[config.mk]
export PLATFORM = sky130hd
export DESIGN_NAME = seg_sel_check
export DESIGN_NICKNAME = d
export VERILOG_FILES = /design/src/rtl/seg_chk_pkg.sv /design/src/rtl/seg_sel_decode.sv /design/src/rtl/seg_rule_eval.sv /design/src/rtl/seg_flag_merge.sv /design/src/rtl/seg_sel_check.sv
export SDC_FILE = /design/constraint.sdc
export NUM_CORES = 1
export LEC_CHECK = 0
export CORE_MARGIN = 4
export CORE_UTILIZATION = 39
export CTS_CLUSTER_SIZE = 16
export DETAILED_ROUTE_END_ITERATION = 7
export HOLD_SLACK_MARGIN = 0.1
export PLACE_DENSITY = 0.95
export SLEW_MARGIN = 20
export SYNTH_ARGS = -nofsm -noshare
export SYNTH_HDL_FRONTEND = slang
export SYNTH_SLANG_ARGS = --single-unit
[constraint.sdc]
create_clock -name clk_i -period 1.85 [get_ports clk_i]
set_input_delay 0.185 -clock clk_i [delete_from_list [all_inputs] [get_ports clk_i]]
set_output_delay 0.185 -clock clk_i [all_outputs]
set_load 0.01 [all_outputs]
[src/rtl/seg_chk_pkg.sv]
package seg_chk_pkg;
  localparam int unsigned KIND_W = 4;
  localparam int unsigned TYPE_W = 4;

  typedef enum logic [KIND_W-1:0] {
    CHK_NONE    = 4'd0,
    CHK_CODE    = 4'd1,
    CHK_CALLG   = 4'd2,
    CHK_INTG    = 4'd3,
    CHK_SOFTG   = 4'd4,
    CHK_STACK   = 4'd5,
    CHK_IRET    = 4'd6,
    CHK_INTCS   = 4'd7,
    CHK_TASKR   = 4'd8,
    CHK_TSS     = 4'd9,
    CHK_GLOBAL  = 4'd10,
    CHK_LOCAL   = 4'd11
  } chk_kind_e;

  typedef enum logic [1:0] {
    FLT_NONE  = 2'd0,
    FLT_GP    = 2'd1,
    FLT_STACK = 2'd2,
    FLT_NP    = 2'd3
  } fault_e;

  typedef struct packed {
    fault_e fault;
    logic   err_sel;
  } chk_res_t;
endpackage

[src/rtl/seg_sel_decode.sv]
module seg_sel_decode #(
  parameter int unsigned SEL_W = 16
) (
  input  logic [SEL_W-1:0] sel_i,
  output logic             null_o,
  output logic             ti_o,
  output logic [1:0]       rpl_o
);
  assign rpl_o  = sel_i[1:0];
  assign ti_o   = sel_i[2];
  // null ignores RPL only
  assign null_o = ~|sel_i[SEL_W-1:2];
endmodule

[src/rtl/seg_rule_eval.sv]
module seg_rule_eval
  import seg_chk_pkg::*;
(
  input  logic [KIND_W-1:0] kind_i,
  input  logic              sel_null_i,
  input  logic              sel_ti_i,
  input  logic [1:0]        rpl_i,
  input  logic              desc_s_i,
  input  logic [TYPE_W-1:0] desc_type_i,
  input  logic [1:0]        desc_dpl_i,
  input  logic              desc_p_i,
  input  logic              desc_l_i,
  input  logic              desc_d_i,
  input  logic [1:0]        cpl_i,
  input  logic              long_mode_i,
  output chk_res_t          res_o
);
  logic code_seg, conforming, wr_data, gate_ok, lm_cs_bad;

  assign code_seg   = desc_s_i & desc_type_i[3];
  assign conforming = desc_type_i[2];
  assign wr_data    = desc_s_i & ~desc_type_i[3] & desc_type_i[1];
  assign gate_ok    = desc_type_i[2] & desc_type_i[1] &
                      (~long_mode_i | desc_type_i[3]);
  assign lm_cs_bad  = long_mode_i & ~(desc_l_i & ~desc_d_i);

  always_comb begin
    res_o = '{fault: FLT_NONE, err_sel: 1'b0};
    case (kind_i)
      CHK_NONE: ;
      CHK_CODE:
        if (!code_seg || desc_dpl_i != cpl_i) res_o = '{FLT_GP, 1'b0};
      CHK_INTG, CHK_SOFTG: begin
        if (kind_i == CHK_SOFTG && desc_dpl_i < cpl_i) res_o = '{FLT_GP, 1'b1};
        else if (!gate_ok)                             res_o = '{FLT_GP, 1'b0};
      end
      CHK_STACK: begin
        if (!wr_data || desc_dpl_i != cpl_i || rpl_i != cpl_i) res_o = '{FLT_GP, 1'b1};
        else if (!desc_p_i)                                    res_o = '{FLT_STACK, 1'b1};
      end
      CHK_IRET: begin
        if (sel_null_i || rpl_i < cpl_i || !code_seg ||
            (!conforming && desc_dpl_i != rpl_i) ||
            (conforming && desc_dpl_i > rpl_i))     res_o = '{FLT_GP, 1'b1};
        else if (!desc_p_i)                         res_o = '{FLT_NP, 1'b1};
      end
      CHK_INTCS:
        if (lm_cs_bad) res_o = '{FLT_GP, 1'b1};
      CHK_TASKR: begin
        if (sel_null_i || sel_ti_i)       res_o = '{FLT_GP, 1'b1};
        else if (!desc_p_i)               res_o = '{FLT_NP, 1'b1};
        else if (desc_type_i != 4'h9)     res_o = '{FLT_GP, 1'b1};
      end
      CHK_TSS: begin
        if (!desc_p_i)                    res_o = '{FLT_NP, 1'b1};
        else if (desc_type_i != 4'h9 && desc_type_i != 4'hB)
                                          res_o = '{FLT_GP, 1'b1};
      end
      CHK_GLOBAL:
        if (sel_ti_i) res_o = '{FLT_GP, 1'b1};
      CHK_LOCAL: begin
        if (!desc_p_i)                    res_o = '{FLT_NP, 1'b1};
        else if (desc_type_i != 4'h2)     res_o = '{FLT_GP, 1'b1};
      end
      default: res_o = '{FLT_GP, 1'b0};
    endcase
  end
endmodule

[src/rtl/seg_flag_merge.sv]
module seg_flag_merge #(
  parameter int unsigned FLAG_W = 2
) (
  input  logic              set_i,
  input  logic [FLAG_W-1:0] flags_i,
  input  logic [FLAG_W-1:0] mask_i,
  output logic [FLAG_W-1:0] flags_o
);
  for (genvar i = 0; i < FLAG_W; i++) begin : g_bit
    assign flags_o[i] = mask_i[i] ? set_i : flags_i[i];
  end
endmodule

[src/rtl/seg_sel_check.sv]
module seg_sel_check
  import seg_chk_pkg::*;
#(
  parameter int unsigned SEL_W  = 16,
  parameter int unsigned FLAG_W = 2
) (
  input  logic              clk_i,
  input  logic              rst_ni,
  input  logic              valid_i,
  input  logic [KIND_W-1:0] kind_i,
  input  logic [SEL_W-1:0]  sel_i,
  input  logic              desc_s_i,
  input  logic [TYPE_W-1:0] desc_type_i,
  input  logic [1:0]        desc_dpl_i,
  input  logic              desc_p_i,
  input  logic              desc_l_i,
  input  logic              desc_d_i,
  input  logic [1:0]        cpl_i,
  input  logic              long_mode_i,
  input  logic [FLAG_W-1:0] flags_i,
  input  logic [FLAG_W-1:0] mask_i,
  output logic              valid_o,
  output logic [1:0]        fault_o,
  output logic              err_sel_o,
  output logic              null_o,
  output logic [FLAG_W-1:0] flags_o
);
  logic              sel_null, sel_ti;
  logic [1:0]        rpl;
  chk_res_t          res;
  logic [FLAG_W-1:0] flags_nx;

  seg_sel_decode #(.SEL_W(SEL_W)) u_dec (
    .sel_i (sel_i), .null_o(sel_null), .ti_o(sel_ti), .rpl_o(rpl)
  );

  seg_rule_eval u_eval (
    .kind_i      (kind_i),
    .sel_null_i  (sel_null),
    .sel_ti_i    (sel_ti),
    .rpl_i       (rpl),
    .desc_s_i    (desc_s_i),
    .desc_type_i (desc_type_i),
    .desc_dpl_i  (desc_dpl_i),
    .desc_p_i    (desc_p_i),
    .desc_l_i    (desc_l_i),
    .desc_d_i    (desc_d_i),
    .cpl_i       (cpl_i),
    .long_mode_i (long_mode_i),
    .res_o       (res)
  );

  seg_flag_merge #(.FLAG_W(FLAG_W)) u_flags (
    .set_i(sel_null), .flags_i(flags_i), .mask_i(mask_i), .flags_o(flags_nx)
  );

  always_ff @(posedge clk_i or negedge rst_ni) begin
    if (!rst_ni) begin
      valid_o   <= 1'b0;
      fault_o   <= 2'd0;
      err_sel_o <= 1'b0;
      null_o    <= 1'b0;
      flags_o   <= '0;
    end else begin
      valid_o <= valid_i;
      if (valid_i) begin
        fault_o   <= res.fault;
        err_sel_o <= res.err_sel;
        null_o    <= sel_null;
        flags_o   <= flags_nx;
      end
    end
  end

  assert_idle_hold_R2: assert property (@(posedge clk_i) disable iff (!rst_ni)
    !valid_i |=> (!valid_o && $stable(fault_o) && $stable(err_sel_o) &&
                  $stable(null_o) && $stable(flags_o)));

  assert_unmasked_flags_R3: assert property (@(posedge clk_i) disable iff (!rst_ni)
    valid_i |=> ((flags_o & ~$past(mask_i)) == ($past(flags_i) & ~$past(mask_i))));

  assert_no_fault_zero_code_R4: assert property (@(posedge clk_i) disable iff (!rst_ni)
    (fault_o == FLT_NONE) |-> !err_sel_o);

  assert_none_kind_R4: assert property (@(posedge clk_i) disable iff (!rst_ni)
    (valid_i && kind_i == CHK_NONE) |=> fault_o == FLT_NONE);

  assert_code_dpl_R5: assert property (@(posedge clk_i) disable iff (!rst_ni)
    (valid_i && kind_i == CHK_CODE && desc_dpl_i != cpl_i) |=>
      (fault_o == FLT_GP && !err_sel_o));

  assert_stack_fault_kind_R8: assert property (@(posedge clk_i) disable iff (!rst_ni)
    (valid_i && kind_i != CHK_STACK) |=> fault_o != FLT_STACK);

  assert_iret_null_R9: assert property (@(posedge clk_i) disable iff (!rst_ni)
    (valid_i && kind_i == CHK_IRET && sel_i[SEL_W-1:2] == '0) |=>
      (fault_o == FLT_GP && err_sel_o));
endmodule

==> impl_metrics.yaml <==
setup_path:
  worstSetupPathType: "in2reg"
  crit_path_top_delay_cell: "clkdlybuf4s50_1"
  start_kind: "primary input"
  end_kind: "register"
  arrival_ps: 1990
  crit_path_max_incr_delay_ps: 540
  required_ps: 1980
  ff2ff_setup_slack_ps: 970
  worstPathCellList: "clkdlybuf4s50_1, buf_4, nand2_1, a21oi_2, a211oi_1, a311o_1, o32a_1"
  r2r_cells: 3
  worstPathMaxFanout: 2
outcome:
  status: "complete, but fails checks"
  violations: "setup timing"
floorplan:
  die_w_um: 52.24
  rows: 15
  dieArea_um2: 2729
  die_h_um: 52.24
  io-pin-count: 47
  coreArea_um2: 1783
  initial_core_util_pct: 42.81
min_path:
  min_path_type: "in2async"
sta:
  setup_viol: 1
  tightestPinTransition_ps: 419.5
  fmaxAchievable_mhz: 536.9
  slew_violations: 0
  setup_tns_ps: -12.50
  hold_viol: 0
  slew-limit-headroom_pct: 71.95
  fin_crit_ps: 1863
  fin_skew_ps: 0
  whs_ps: 194.7
  fin_crit_sh_pct: 100.7
  finalWorstSetupSlack_ps: -12.50
logic_synthesis:
  synth_edf_count: 0
  avgSynthCellArea_um2: 8.387
  synth_top_area_cell: "dfrtp_1"
  syn_nets: 137
  synthTopCellsByCount: "inv_1 (11), dfrtp_1 (7), nand2_1 (7), ha_1 (6), nor4_1 (6)"
  synth_top_area_share_pct: 22.95
  synth_warnings: 0
  synthTopCellsByArea: "dfrtp_1 (23%), ha_1 (9.8%), inv_1 (5.4%), nor4_1 (4.9%), buf_6 (4.4%)"
  syn_area_um2: 763.2
  synth_cells: 91
  yosysMostFrequentCell: "inv_1"
  synth.ff_latch_count: 7
  ys_types: 38
  async_flop_share_pct: 100.0
  ys.flop_type: "dfrtp_1"
  ys_seq_area_share_pct: 22.95
drt:
  first_iter_violations: 32
  antenna_left: 0
  vias: 1023
  routedWlPerCell_um: 19.67
  wl_met3_um: 356
  routed_wirelength_um: 3462
  dr.pass1.iters: 4
  detail_route.vias_per_cell: 5.813
  wl_met1_um: 1233
  top_layer_used: "met4"
  drc: 0
  dr_wl_met2_um: 1732
placement:
  hpwlAfterDp_um: 2342
  placed_area_um2: 1323
  portBuffers: 46
  dpl_worst_slack_ps: -461.9
  place.gp.congestion: 0.9846
  dp.cells: 172
clock_network:
  htreeDepth: 1
  cts_tree: "built"
  insertion_delay_ps: 250
  numCtsBuffers: 3
  path_clk_slew_ps: 50
  cts-root-buf: "clkbuf_4"
  cts_setup_buffers: 0
  clk_path_buf_depth: 2
  clkSinkCount: 7
cells_and_area:
  area_growth_pct: 88.52
  nets: 198
  n_antenna_cell: 0
  final_cells: 176
  stdcell_area_um2: 1439
  drive_above_1_share_pct: 25.83
power:
  power_switching_w: 0.0001892
  p_leak_nw: 0.5760
  comb_power_share_pct: 47.9
  peakVddDrop_mv: 0.3523
  p_clk_share_pct: 23.4
  p_int_w: 0.0004118
  power_frac_seq_pct: 28.6
  power_density_nw_per_um2: 417.7
  swShare_pct: 31.48
global_routing:
  antenna_found_initial: 0
  grt_pass1_wl_um: 4698
  grt_max_degree: 11
  grt_pass1_vias: 1094
  grtUsageTotal_pct: 23.04
  gr-total-overflow: 0
job:
  drv_cap: 0
worst paths after layout:
check	from	end
min in group clk_i	null_o	null_o
max in group asynchronous	rst_ni	fault_o[0]
worst max register to register	err_sel_o	err_sel_o
worst min register to register	null_o	null_o
worst min-delay path	rst_ni	flags_o[1]
worst max-delay path	desc_type_i[1]	fault_o[0]
cell type report:
| cell class | instances | area, um2 |
|---|---|---|
| multi-input cells | 68 | 596.8 |
| fillers | 100 | 344.1 |
| inverters | 11 | 41.29 |
| repair buffers | 61 | 568.0 |
| flip-flops and latches | 7 | 175.2 |
| well taps | 25 | 31.28 |
| clock buffers | 4 | 26.28 |
layout by cell type (no fill, tap or decap), types with 2 or more instances in the layout:
cell | synthesis | final
ha_4 | 0 | 4
clkdlybuf4s50_1 | 0 | 40
clkbuf_4 | 0 | 3
dfrtp_1 | 7 | 7
buf_4 | 1 | 15
inv_1 | 11 | 8
nor2b_1 | 2 | 2
or2b_1 | 2 | 2
nand2_1 | 7 | 6
o21ai_0 | 3 | 3
nor4b_1 | 2 | 2
nor4_1 | 6 | 5
inv_2 | 0 | 3
a21oi_1 | 4 | 3
clkdlybuf4s15_1 | 0 | 3
nor3_1 | 4 | 4
ha_1 | 6 | 2
nand2b_1 | 2 | 2
mux2i_1 | 2 | 2
o31ai_1 | 2 | 2
nor2_1 | 3 | 3
metrics by stage:
stage	util, %	total power (W)
after global placement	74.18	0.0004112
after CTS	79.02	0.0005843
final	80.70	0.0006011
after detailed placement	74.18	0.0004251
after floorplan	-	0.0002651
after global routing	80.70	0.0006327
worst max-delay path: cells and delay by family:
family	cells	cell delay, ps
compound gates	4	1030
buf+inv	2	690
simple gates	1	80
logic make-up after synthesis:
| kind of cell | share of synthesized area (%) |
|---|---|
| flops | 22.95 |
| simple gates | 29.51 |
| buf+inv | 11.31 |
| mux | 4.098 |
| fa+ha+maj | 9.836 |
| compound gates | 22.30 |
sequential cells by signal, indices dropped and copies added (netlist names):
register and count:
fault_o 2, flags_o 2, err_sel_o 1, null_o 1
valid_o 1
metal layers:
layer  GRT usage, %  vias to the layer above
met3          5.983                       12
met5              0                        -
li1               -                      462
met4          14.89                        0
met2          41.63                       73
met1          23.00                      476
power by group through the flow:
stage,combinational [W],clock [W],sequential (W)
6_report,0.000288,0.000141,0.000172
5_1_grt,0.000304,0.000155,0.000173
4_1_cts,0.000265,0.000147,0.000172
3_5_place_dp,0.000251,0,0.000174
3_3_place_gp,0.000237,0,0.000174
2_1_floorplan,0.0000862,0,0.000179
timing repair:
item	in CTS	in global routing
hold buffers	0	0
endpoints found under the setup margin	2	3
gates resized for setup	17	11
endpoints found under the hold margin	0	0
pin swaps	7	5
Power figures use the tool's default switching activity.
